### config.mk
export PLATFORM = sky130hd
export DESIGN_NAME = pwm_slice
export DESIGN_NICKNAME = d
export VERILOG_FILES = /design/src/rtl/pwm_slice_pkg.sv /design/src/rtl/pwm_slice_ctrl.sv /design/src/rtl/pwm_slice_dp.sv /design/src/rtl/pwm_slice.sv
export SDC_FILE = /design/constraint.sdc
export NUM_CORES = 1
export LEC_CHECK = 0
export BUFFER_PORTS_ARGS = -buffer_cell sky130_fd_sc_hd__buf_2
export CAP_MARGIN = 20
export CORE_ASPECT_RATIO = 0.5
export CORE_MARGIN = 10
export CORE_UTILIZATION = 50
export CTS_BUF_LIST = sky130_fd_sc_hd__clkbuf_4 sky130_fd_sc_hd__clkbuf_8
export DETAILED_ROUTE_END_ITERATION = 7
export PLACE_DENSITY_LB_ADDON = 0.25
export SLEW_MARGIN = 10
export SYNTH_ARGS = -nofsm -noshare
export SYNTH_HDL_FRONTEND = slang
export SYNTH_SLANG_ARGS = --single-unit
### constraint.sdc
create_clock -name clk -period 3.8 [get_ports clk]
set_input_delay 0.95 -clock clk [delete_from_list [all_inputs] [get_ports clk]]
set_output_delay 0.95 -clock clk [all_outputs]
set_load 0.005 [all_outputs]
### src/rtl/pwm_slice_pkg.sv
package pwm_slice_pkg;
  typedef enum logic [1:0] {
    MODE_FREE  = 2'b00,
    MODE_LEVEL = 2'b01,
    MODE_RISE  = 2'b10,
    MODE_FALL  = 2'b11
  } cnt_mode_e;

  typedef struct packed {
    logic step;  // advance counter one position in its current direction
    logic load;  // overwrite counter with write data
  } ctr_ctl_t;
endpackage

### src/rtl/pwm_slice_ctrl.sv
module pwm_slice_ctrl
  import pwm_slice_pkg::*;
#(
  parameter int DIV_INT_W  = 8,
  parameter int DIV_FRAC_W = 4
) (
  input  logic                  clk,
  input  logic                  rstN,
  input  logic                  enable,
  input  cnt_mode_e             mode,
  input  logic [DIV_INT_W-1:0]  divInt,
  input  logic [DIV_FRAC_W-1:0] divFrac,
  input  logic                  chanBIn,
  input  logic                  advStb,
  input  logic                  retStb,
  input  logic                  ctrWrEn,
  output ctr_ctl_t              ctl
);
  localparam int ACC_W = DIV_INT_W + DIV_FRAC_W + 1;
  localparam logic [ACC_W-1:0] ONE = ACC_W'(1) << DIV_FRAC_W;

  logic bSync1, bSync2, bPrev;
  logic gate, tick, advPend, retPend, issueAdv;
  logic [ACC_W-1:0] acc, accSum, divTotal;

  // zero integer part means maximum division
  assign divTotal = {divInt == '0, divInt, divFrac};
  assign accSum   = acc + ONE;

  always_ff @(posedge clk or negedge rstN) begin
    if (!rstN) begin
      bSync1 <= 1'b0;
      bSync2 <= 1'b0;
      bPrev  <= 1'b0;
    end else begin
      bSync1 <= chanBIn;
      bSync2 <= bSync1;
      bPrev  <= bSync2;
    end
  end

  always_comb begin
    unique case (mode)
      MODE_FREE:  gate = 1'b1;
      MODE_LEVEL: gate = bSync2;
      MODE_RISE:  gate = bSync2 & ~bPrev;
      MODE_FALL:  gate = ~bSync2 & bPrev;
      default:    gate = 1'b0;
    endcase
  end

  assign tick     = enable & gate & (accSum >= divTotal);
  assign issueAdv = enable & advPend & ~tick;

  always_ff @(posedge clk or negedge rstN) begin
    if (!rstN) begin
      acc     <= '0;
      advPend <= 1'b0;
      retPend <= 1'b0;
    end else begin
      if (ctrWrEn)             acc <= '0;
      else if (enable && gate) acc <= tick ? accSum - divTotal : accSum;

      if (enable && advStb) advPend <= 1'b1;
      else if (issueAdv)    advPend <= 1'b0;

      if (enable && retStb) retPend <= 1'b1;
      else if (tick)        retPend <= 1'b0;
    end
  end

  assign ctl.step = (tick & ~retPend) | issueAdv;
  assign ctl.load = ctrWrEn;
endmodule

### src/rtl/pwm_slice_dp.sv
module pwm_slice_dp
  import pwm_slice_pkg::*;
#(
  parameter int CTR_W = 16
) (
  input  logic             clk,
  input  logic             rstN,
  input  logic             enable,
  input  logic             phaseCorrect,
  input  cnt_mode_e        mode,
  input  logic [CTR_W-1:0] topVal,
  input  logic [CTR_W-1:0] cmpA,
  input  logic [CTR_W-1:0] cmpB,
  input  logic             invA,
  input  logic             invB,
  input  logic [CTR_W-1:0] ctrWrData,
  input  ctr_ctl_t         ctl,
  output logic [CTR_W-1:0] counter,
  output logic             pwmA,
  output logic             pwmB,
  output logic             wrapPulse,
  output logic [CTR_W-1:0] topS,
  output logic [CTR_W-1:0] ccaS,
  output logic [CTR_W-1:0] ccbS
);
  localparam logic [CTR_W-1:0] ONE = CTR_W'(1);

  logic             downDir, nextDown, wrapNow;
  logic [CTR_W-1:0] nextCtr;

  always_comb begin
    nextCtr  = counter + ONE;
    nextDown = 1'b0;
    wrapNow  = 1'b0;
    if (!phaseCorrect) begin
      if (counter >= topS) begin
        nextCtr = '0;
        wrapNow = 1'b1;
      end
    end else if (!downDir) begin
      if (counter >= topS) begin
        if (topS <= ONE) begin
          nextCtr = '0;
          wrapNow = 1'b1;
        end else begin
          nextCtr  = topS - ONE;
          nextDown = 1'b1;
        end
      end
    end else begin
      if (counter <= ONE) begin
        nextCtr = '0;
        wrapNow = 1'b1;
      end else begin
        nextCtr  = counter - ONE;
        nextDown = 1'b1;
      end
    end
  end

  always_ff @(posedge clk or negedge rstN) begin
    if (!rstN) begin
      counter   <= '0;
      downDir   <= 1'b0;
      wrapPulse <= 1'b0;
      topS      <= '0;
      ccaS      <= '0;
      ccbS      <= '0;
    end else begin
      wrapPulse <= 1'b0;
      if (ctl.load) begin
        counter <= ctrWrData;
      end else if (ctl.step) begin
        counter   <= nextCtr;
        downDir   <= nextDown;
        wrapPulse <= wrapNow;
      end
      if (!enable || (ctl.step && wrapNow && !ctl.load)) begin
        topS <= topVal;
        ccaS <= cmpA;
        ccbS <= cmpB;
      end
    end
  end

  assign pwmA = (counter < ccaS) ^ invA;
  assign pwmB = (mode == MODE_FREE) ? ((counter < ccbS) ^ invB) : 1'b0;
endmodule

### src/rtl/pwm_slice.sv
module pwm_slice
  import pwm_slice_pkg::*;
#(
  parameter int CTR_W      = 16,
  parameter int DIV_INT_W  = 8,
  parameter int DIV_FRAC_W = 4
) (
  input  logic                  clk,
  input  logic                  rstN,
  input  logic                  enable,
  input  logic                  phaseCorrect,
  input  logic [1:0]            mode,
  input  logic [DIV_INT_W-1:0]  divInt,
  input  logic [DIV_FRAC_W-1:0] divFrac,
  input  logic [CTR_W-1:0]      topVal,
  input  logic [CTR_W-1:0]      cmpA,
  input  logic [CTR_W-1:0]      cmpB,
  input  logic                  invA,
  input  logic                  invB,
  input  logic                  ctrWrEn,
  input  logic [CTR_W-1:0]      ctrWrData,
  input  logic                  advStb,
  input  logic                  retStb,
  input  logic                  chanBIn,
  output logic [CTR_W-1:0]      counter,
  output logic                  pwmA,
  output logic                  pwmB,
  output logic                  wrapPulse
);
  cnt_mode_e        modeE;
  ctr_ctl_t         ctl;
  logic [CTR_W-1:0] topS, ccaS, ccbS;

  assign modeE = cnt_mode_e'(mode);

  pwm_slice_ctrl #(.DIV_INT_W(DIV_INT_W), .DIV_FRAC_W(DIV_FRAC_W)) u_ctrl (
    .clk(clk), .rstN(rstN), .enable(enable), .mode(modeE),
    .divInt(divInt), .divFrac(divFrac), .chanBIn(chanBIn),
    .advStb(advStb), .retStb(retStb), .ctrWrEn(ctrWrEn), .ctl(ctl)
  );

  pwm_slice_dp #(.CTR_W(CTR_W)) u_dp (
    .clk(clk), .rstN(rstN), .enable(enable), .phaseCorrect(phaseCorrect),
    .mode(modeE), .topVal(topVal), .cmpA(cmpA), .cmpB(cmpB),
    .invA(invA), .invB(invB), .ctrWrData(ctrWrData), .ctl(ctl),
    .counter(counter), .pwmA(pwmA), .pwmB(pwmB), .wrapPulse(wrapPulse),
    .topS(topS), .ccaS(ccaS), .ccbS(ccbS)
  );
endmodule

==> impl_metrics.json, run 1 <==
{
  "synth_commonest_cells": "dfrtp_1 (84), inv_1 (77), ha_1 (65)",
  "yosysTopAreaCellShare": 0.325,
  "clk_pin_slew_ns": 0.09,
  "crit_type": "register to register",
  "synth-warning-count": 0,
  "grt_pass1_vias": 5822,
  "cts_root_buffer": "clkbuf_8",
  "port_buffers": 106,
  "drc": 0,
  "grt_start_max_net_pins": 85,
  "synth_seq_cells": 84,
  "cts_buffers": 9,
  "drive_gt1_frac": 0.232,
  "via_count": 5977,
  "setup_viol": 0,
  "die_area_um2": 18200,
  "start_util": 0.511,
  "fillers": 1148,
  "slew_viol_final": 0,
  "initialDrtViolationCount": 417,
  "overflow": 0,
  "max_clock_freq_ghz": 0.277,
  "finalWeightedCongestion": 0.941,
  "grt_util_all_layers": 0.198,
  "grt_pass1_wl_mm": 29.7,
  "worstHoldPathType": "register to register",
  "synth_top_flop_cell": "dfrtp_1",
  "r2r_slack_ns": 0.20,
  "cp_cell_sequence": "ha_4 > nand2_1 > nor2_2 > nand3_1 > xnor2_2 > ha_1 > nand4_1 > or3b_1 > a31oi_2 > o21ai_1 > mux2i_2 > nand2b_1 > o21ai_4 > buf_4 > clkbuf_16 > mux2_2",
  "slew_headroom": 0.397,
  "coreArea_um2": 12700,
  "crit_slowest_cell": "dfrtp_1",
  "multi_input_area_um2": 3960,
  "fin_util": 0.600,
  "min_period_ns": 3.60,
  "ios": 107,
  "tightest_slew_ns": 0.901,
  "h-tree-depth": 3,
  "finalClockSkew_ns": 0.0102,
  "power_mw": 2.90,
  "outcome": "complete, no violations",
  "async_flop_share": 1.00,
  "drt-total-wl_mm": 18.7,
  "cp.required_ns": 4.05,
  "leakage_nw": 3.67,
  "synth_cells": 730,
  "synth_edf_count": 0,
  "path_max_fanout": 12,
  "seqCellArea_um2": 2100,
  "synth.cell_area_um2": 6470,
  "clock_path_buffers": 2,
  "synth_nets": 884,
  "hpwl_mm": 14.2,
  "critPathLaunchType": "register",
  "wl_per_cell_um": 18.4,
  "ys_top_cells_by_area": "dfrtp_1 (32%), ha_1 (13%), mux2_2 (4.9%)",
  "finalCritPeriodShare": 0.949,
  "via_per_inst": 5.86,
  "cpPeakStageDelay_ns": 0.44,
  "fin_nets": 999,
  "cp.arrival_ns": 3.85,
  "synth_cell_type_count": 65,
  "diodes": 0,
  "num_rows": 29,
  "power_density_nw_per_um2": 382,
  "final_antenna_net_count": 0,
  "first_pass_iters": 5,
  "yosysTopAreaCell": "dfrtp_1",
  "clock_latency_ns": 0.37,
  "synthToLayoutAreaGrowth_pct": 17.4,
  "rsz0062_at_grt": "false",
  "end_kind": "register",
  "max-cap-violations": 0,
  "yosysMostFrequentCell": "dfrtp_1",
  "syn_area_per_cell_um2": 8.87,
  "fp.dieW_um": 181,
  "die_h_um": 100,
  "cts_sinks": 84,
  "seq_area_frac_synth": 0.325,
  "hold_violations": 0,
  "antenna_found_initial": 0,
  "tritoncts": "yes",
  "peakVddDrop_uv": 195
}
[timing repair]
item,in CTS,in global routing
setup buffers,0,2
endpoints found under the hold margin,0,0
endpoints found under the setup margin,0,52
hold buffers,0,0
resized for setup,0,8
[area by class of cell]
class | count | area share
multi-input cells | 534 | 0.521
clock inverters | 7 | 0.00987
repair buffers | 139 | 0.110
flip-flops and latches | 84 | 0.277
clock buffers | 9 | 0.0163
inverters | 77 | 0.0380
well taps | 170 | 0.0280
[sequential cells by signal, indices dropped and copies added (netlist names)]
| signal | flops |
|---|---|
| u_ctrl.bSync2 | 1 |
| u_dp.ccbS | 16 |
| u_dp.wrapPulse | 1 |
| u_ctrl.bPrev | 1 |
| u_ctrl.bSync1 | 1 |
| u_ctrl.retPend | 1 |
| u_ctrl.acc | 13 |
| u_ctrl.advPend | 1 |
| u_dp.topS | 16 |
| u_dp.counter | 16 |
| u_dp.ccaS | 16 |
| u_dp.downDir | 1 |
[path summary, 6_finish.rpt]
check                                 endpoint     startpoint  cells after the start
worst max-delay path              u_dp.topS[0]  u_ctrl.acc[5]                     16
worst min-delay path             u_ctrl.bSync2  u_ctrl.bSync1                      0
worst max register to register    u_dp.topS[0]  u_ctrl.acc[5]                     16
worst min register to register   u_ctrl.bSync2  u_ctrl.bSync1                      0
max in group asynchronous         u_dp.ccbS[2]           rstN                      2
min in group asynchronous       u_ctrl.acc[12]           rstN                      1
[per-stage QoR]
stage | worst slack, ns | std cells | area (um2) | setup TNS (ns) | hold WS [ns]
global placement | -0.0211 | 999 | 7290 | -0.366 | 0.335
CTS | 0.0195 | 1015 | 7490 | 0 | 0.359
global route | 0.0215 | 1020 | 7600 | 0 | 0.367
detailed placement | -0.141 | 999 | 7290 | -6.00 | 0.337
finish | 0.195 | 1020 | 7600 | 0 | 0.363
floorplan | 0.0963 | 730 | 6470 | 0 | 0.331
[report_power, final]
group          switching (mW)  internal [mW]
Combinational           0.604          0.495
Sequential              0.144          0.996
Clock                   0.354          0.307
[cells in the final DEF, fill, tap and decap left out, types with 20 or more instances in the layout]
cell type,netlist,routed
buf_2,0,105
dfrtp_1,84,83
inv_1,77,77
ha_1,65,64
nor2_1,53,52
a21oi_1,44,44
nand2_1,37,37
o21ai_0,35,34
xnor2_1,32,31
buf_4,2,30
mux2_2,28,28
nand3_1,25,25
nor3_1,25,24
mux2_1,20,20
[logic make-up (layout without fill, tap and decap cells)]
kind of cell,after synthesis,count (layout),synth area share
muxes,54,54,0.0928
AOI/OAI and AO/OA,171,171,0.174
and+or+nand+nor,202,202,0.155
DFF,84,84,0.325
buffers and inverters,112,232,0.0696
xor gates and xnor gates,41,41,0.0555
adders and majority gates,66,66,0.129
[critical path: cells and delay by family, from the launching register on]
family | cells | cell delay (ns)
DFF | 1 | 0.44
xor gates and xnor gates | 1 | 0.17
muxes | 2 | 0.55
buffers and inverters | 2 | 0.35
and+or+nand+nor | 6 | 0.98
AOI/OAI and AO/OA | 3 | 0.47
adders and majority gates | 2 | 0.52
[metal layers]
| layer | part of all wire | global-route usage | up-vias |
|---|---|---|---|
| li1 | - | - | 2849 |
| met1 | 0.45 | 0.264 | 2818 |
| met2 | 0.45 | 0.326 | 273 |
| met3 | 0.082 | 0.0369 | 37 |
| met4 | 0.019 | 0.0528 | 0 |
| met5 | 0 | 0 | - |
(Power assumes the default switching activity.)
==> run 2, diff against run 1 <==
--- a/config.mk
+++ b/config.mk
@@ -7,9 +7,11 @@
 export LEC_CHECK = 0
 export BUFFER_PORTS_ARGS = -buffer_cell sky130_fd_sc_hd__buf_2
 export CAP_MARGIN = 20
+export CELL_PAD_IN_SITES_DETAIL_PLACEMENT = 0
+export CELL_PAD_IN_SITES_GLOBAL_PLACEMENT = 1
 export CORE_ASPECT_RATIO = 0.5
 export CORE_MARGIN = 10
-export CORE_UTILIZATION = 50
+export CORE_UTILIZATION = 45
 export CTS_BUF_LIST = sky130_fd_sc_hd__clkbuf_4 sky130_fd_sc_hd__clkbuf_8
 export DETAILED_ROUTE_END_ITERATION = 7
 export PLACE_DENSITY_LB_ADDON = 0.25
==> run 2 against run 1 <==
Effect of this change: fmax down 0.20%; routed wire length down 0.92%; global-route usage down 1.7 points; non-clock buffer count up 7; critical endpoint is now u_dp.ccbS[10]; register-to-register slack about the same; critical path depth down 2; largest power group is now combinational cells; worst setup slack worse by 0.0073 ns; flip-flop and latch count unchanged; clock skew up 0.0085 ns; utilization down 4.2 points; largest cell class unchanged.
==> impl_metrics.json, run 2 (synthesis results as in run 1) <==
{
  "ios": 107,
  "wl_per_cell_um": 17.7,
  "rsz0062_at_grt": "false",
  "tightest_slew_ns": 0.977,
  "clock_latency_ns": 0.37,
  "mostFrequentLayoutCells": "buf_2 (105), dfrtp_1 (84), inv_1 (77)",
  "leakage_nw": 3.72,
  "setup_viol": 0,
  "place_ws_ns": -0.139,
  "hold_violations": 0,
  "r2r-start": "u_ctrl.acc[6]",
  "switchingPower_mw": 1.11,
  "peakVddDrop_uv": 232,
  "via_per_inst": 5.54,
  "diodes": 0,
  "cp.arrival_ns": 3.87,
  "finalClockSkew_ns": 0.0187,
  "num_rows": 30,
  "die_h_um": 105,
  "finalCritPeriodShare": 0.950,
  "coreArea_um2": 13800,
  "reg2regPathDepth": 14,
  "r2r_slack_ns": 0.19,
  "final_antenna_net_count": 0,
  "h-tree-depth": 3,
  "switching_share": 0.371,
  "power_density_nw_per_um2": 388,
  "crit_end": "u_dp.ccbS[10]",
  "timing.rr.end": "u_dp.ccbS[10]",
  "start_util": 0.469,
  "p_int_mw": 1.88,
  "hold_buffers": 0,
  "tritoncts": "yes",
  "power_frac_seq": 0.371,
  "overflow": 0,
  "clkPwrFrac": 0.250,
  "outcome": "complete, no violations",
  "crit_type": "register to register",
  "finalWeightedCongestion": 0.856,
  "final_common_cell": "buf_2",
  "port_buffers": 106,
  "drt-total-wl_mm": 18.5,
  "fin_nets": 1006,
  "grt_pass1_vias": 5856,
  "via_count": 5810,
  "grt_start_max_net_pins": 85,
  "cts_root_buffer": "clkbuf_8",
  "antenna_found_initial": 0,
  "max-cap-violations": 0,
  "cp.required_ns": 4.06,
  "worstHoldPathType": "register to register",
  "path_max_fanout": 12,
  "initialDrtViolationCount": 316,
  "drive_gt1_frac": 0.235,
  "drc": 0,
  "max_clock_freq_ghz": 0.277,
  "grt_pass1_wl_mm": 29.9,
  "clk_pin_slew_ns": 0.09,
  "slew_viol_final": 0,
  "slew_headroom": 0.346,
  "clock_path_buffers": 2,
  "power_frac_comb": 0.379,
  "fin_util": 0.558,
  "cts_buffers": 9,
  "grt_util_all_layers": 0.181,
  "finalWorstSetupSlack_ns": 0.188,
  "startpoint": "u_ctrl.acc[6]",
  "synthToLayoutAreaGrowth_pct": 19.0,
  "critPathLaunchType": "register",
  "fillers": 1327,
  "die_area_um2": 19900,
  "min_period_ns": 3.61,
  "fp.dieW_um": 190,
  "end_kind": "register",
  "hpwl_mm": 14.1,
  "first_pass_iters": 5,
  "cts_sinks": 84
}
run 2: how the worst min path moves through the flow:
stage,startpoint,endpoint,slack [ns],cells past startpoint
after floorplan,u_ctrl.bSync1,u_ctrl.bSync2,0.33,0
after global placement,u_ctrl.bSync1,u_ctrl.bSync2,0.34,0
after detailed placement,u_ctrl.bSync1,u_ctrl.bSync2,0.35,0
after CTS,u_ctrl.bSync1,u_ctrl.bSync2,0.37,0
after global routing,u_ctrl.bSync1,u_ctrl.bSync2,0.38,0
final,u_ctrl.bSync1,u_ctrl.bSync2,0.36,0
run 2: power groups by stage:
stage               Combinational [mW]  Clock [mW]  Sequential [mW]
floorplan                        0.732           0             1.10
global placement                  1.08           0             1.12
detailed placement                1.10           0             1.13
CTS                               1.11       0.771             1.11
global route                      1.28       0.811             1.13
finish                            1.13       0.747             1.11
run 2: area by class of cell:
type                       instances  area, um2  share of cell area
tap                              192        240              0.0312
multi-input combinational        534       3950               0.513
timing repair buffer             146        900               0.117
clock buffer                       9        124              0.0161
clock inverter                     7        103              0.0133
inverter                          77        289              0.0375
sequential                        84       2100               0.273
run 2: through the flow:
step	total power, mW	area (um2)	hold WS, ns	setup TNS (ns)	cells
6_report	2.99	7710	0.365	0	1049
3_5_place_dp	2.23	7370	0.347	-4.85	1028
4_1_cts	2.99	7600	0.369	0	1044
5_1_grt	3.22	7710	0.375	0	1049
2_1_floorplan	1.83	6470	0.331	0	730
3_3_place_gp	2.21	7370	0.336	-2.64	1028
run 2: what timing repair did:
item,CTS,global route
setup buffers,0,2
endpoints found under the hold margin,0,0
setup endpoints to repair,0,57
resized for setup,0,4
run 2: worst max-delay path, cell delays in order (launching register included):
cell and delay (ns):
dfrtp_1 0.46, nand3_1 0.23, nor3_1 0.26, xor2_1 0.14
ha_1 0.39, nand4_1 0.13, or3b_1 0.38, a31oi_2 0.20
o21ai_2 0.11, mux2i_2 0.20, nand2b_1 0.13, o21ai_4 0.21
buf_12 0.15, buf_6 0.17, mux2_1 0.34
run 2: per-layer routing:
layer,global-route usage,vias up,share of wire
met3,0.0421,18,0.054
met2,0.288,144,0.45
met5,0,-,0
met4,0.0439,0,0.013
met1,0.243,2791,0.49
li1,-,2857,-
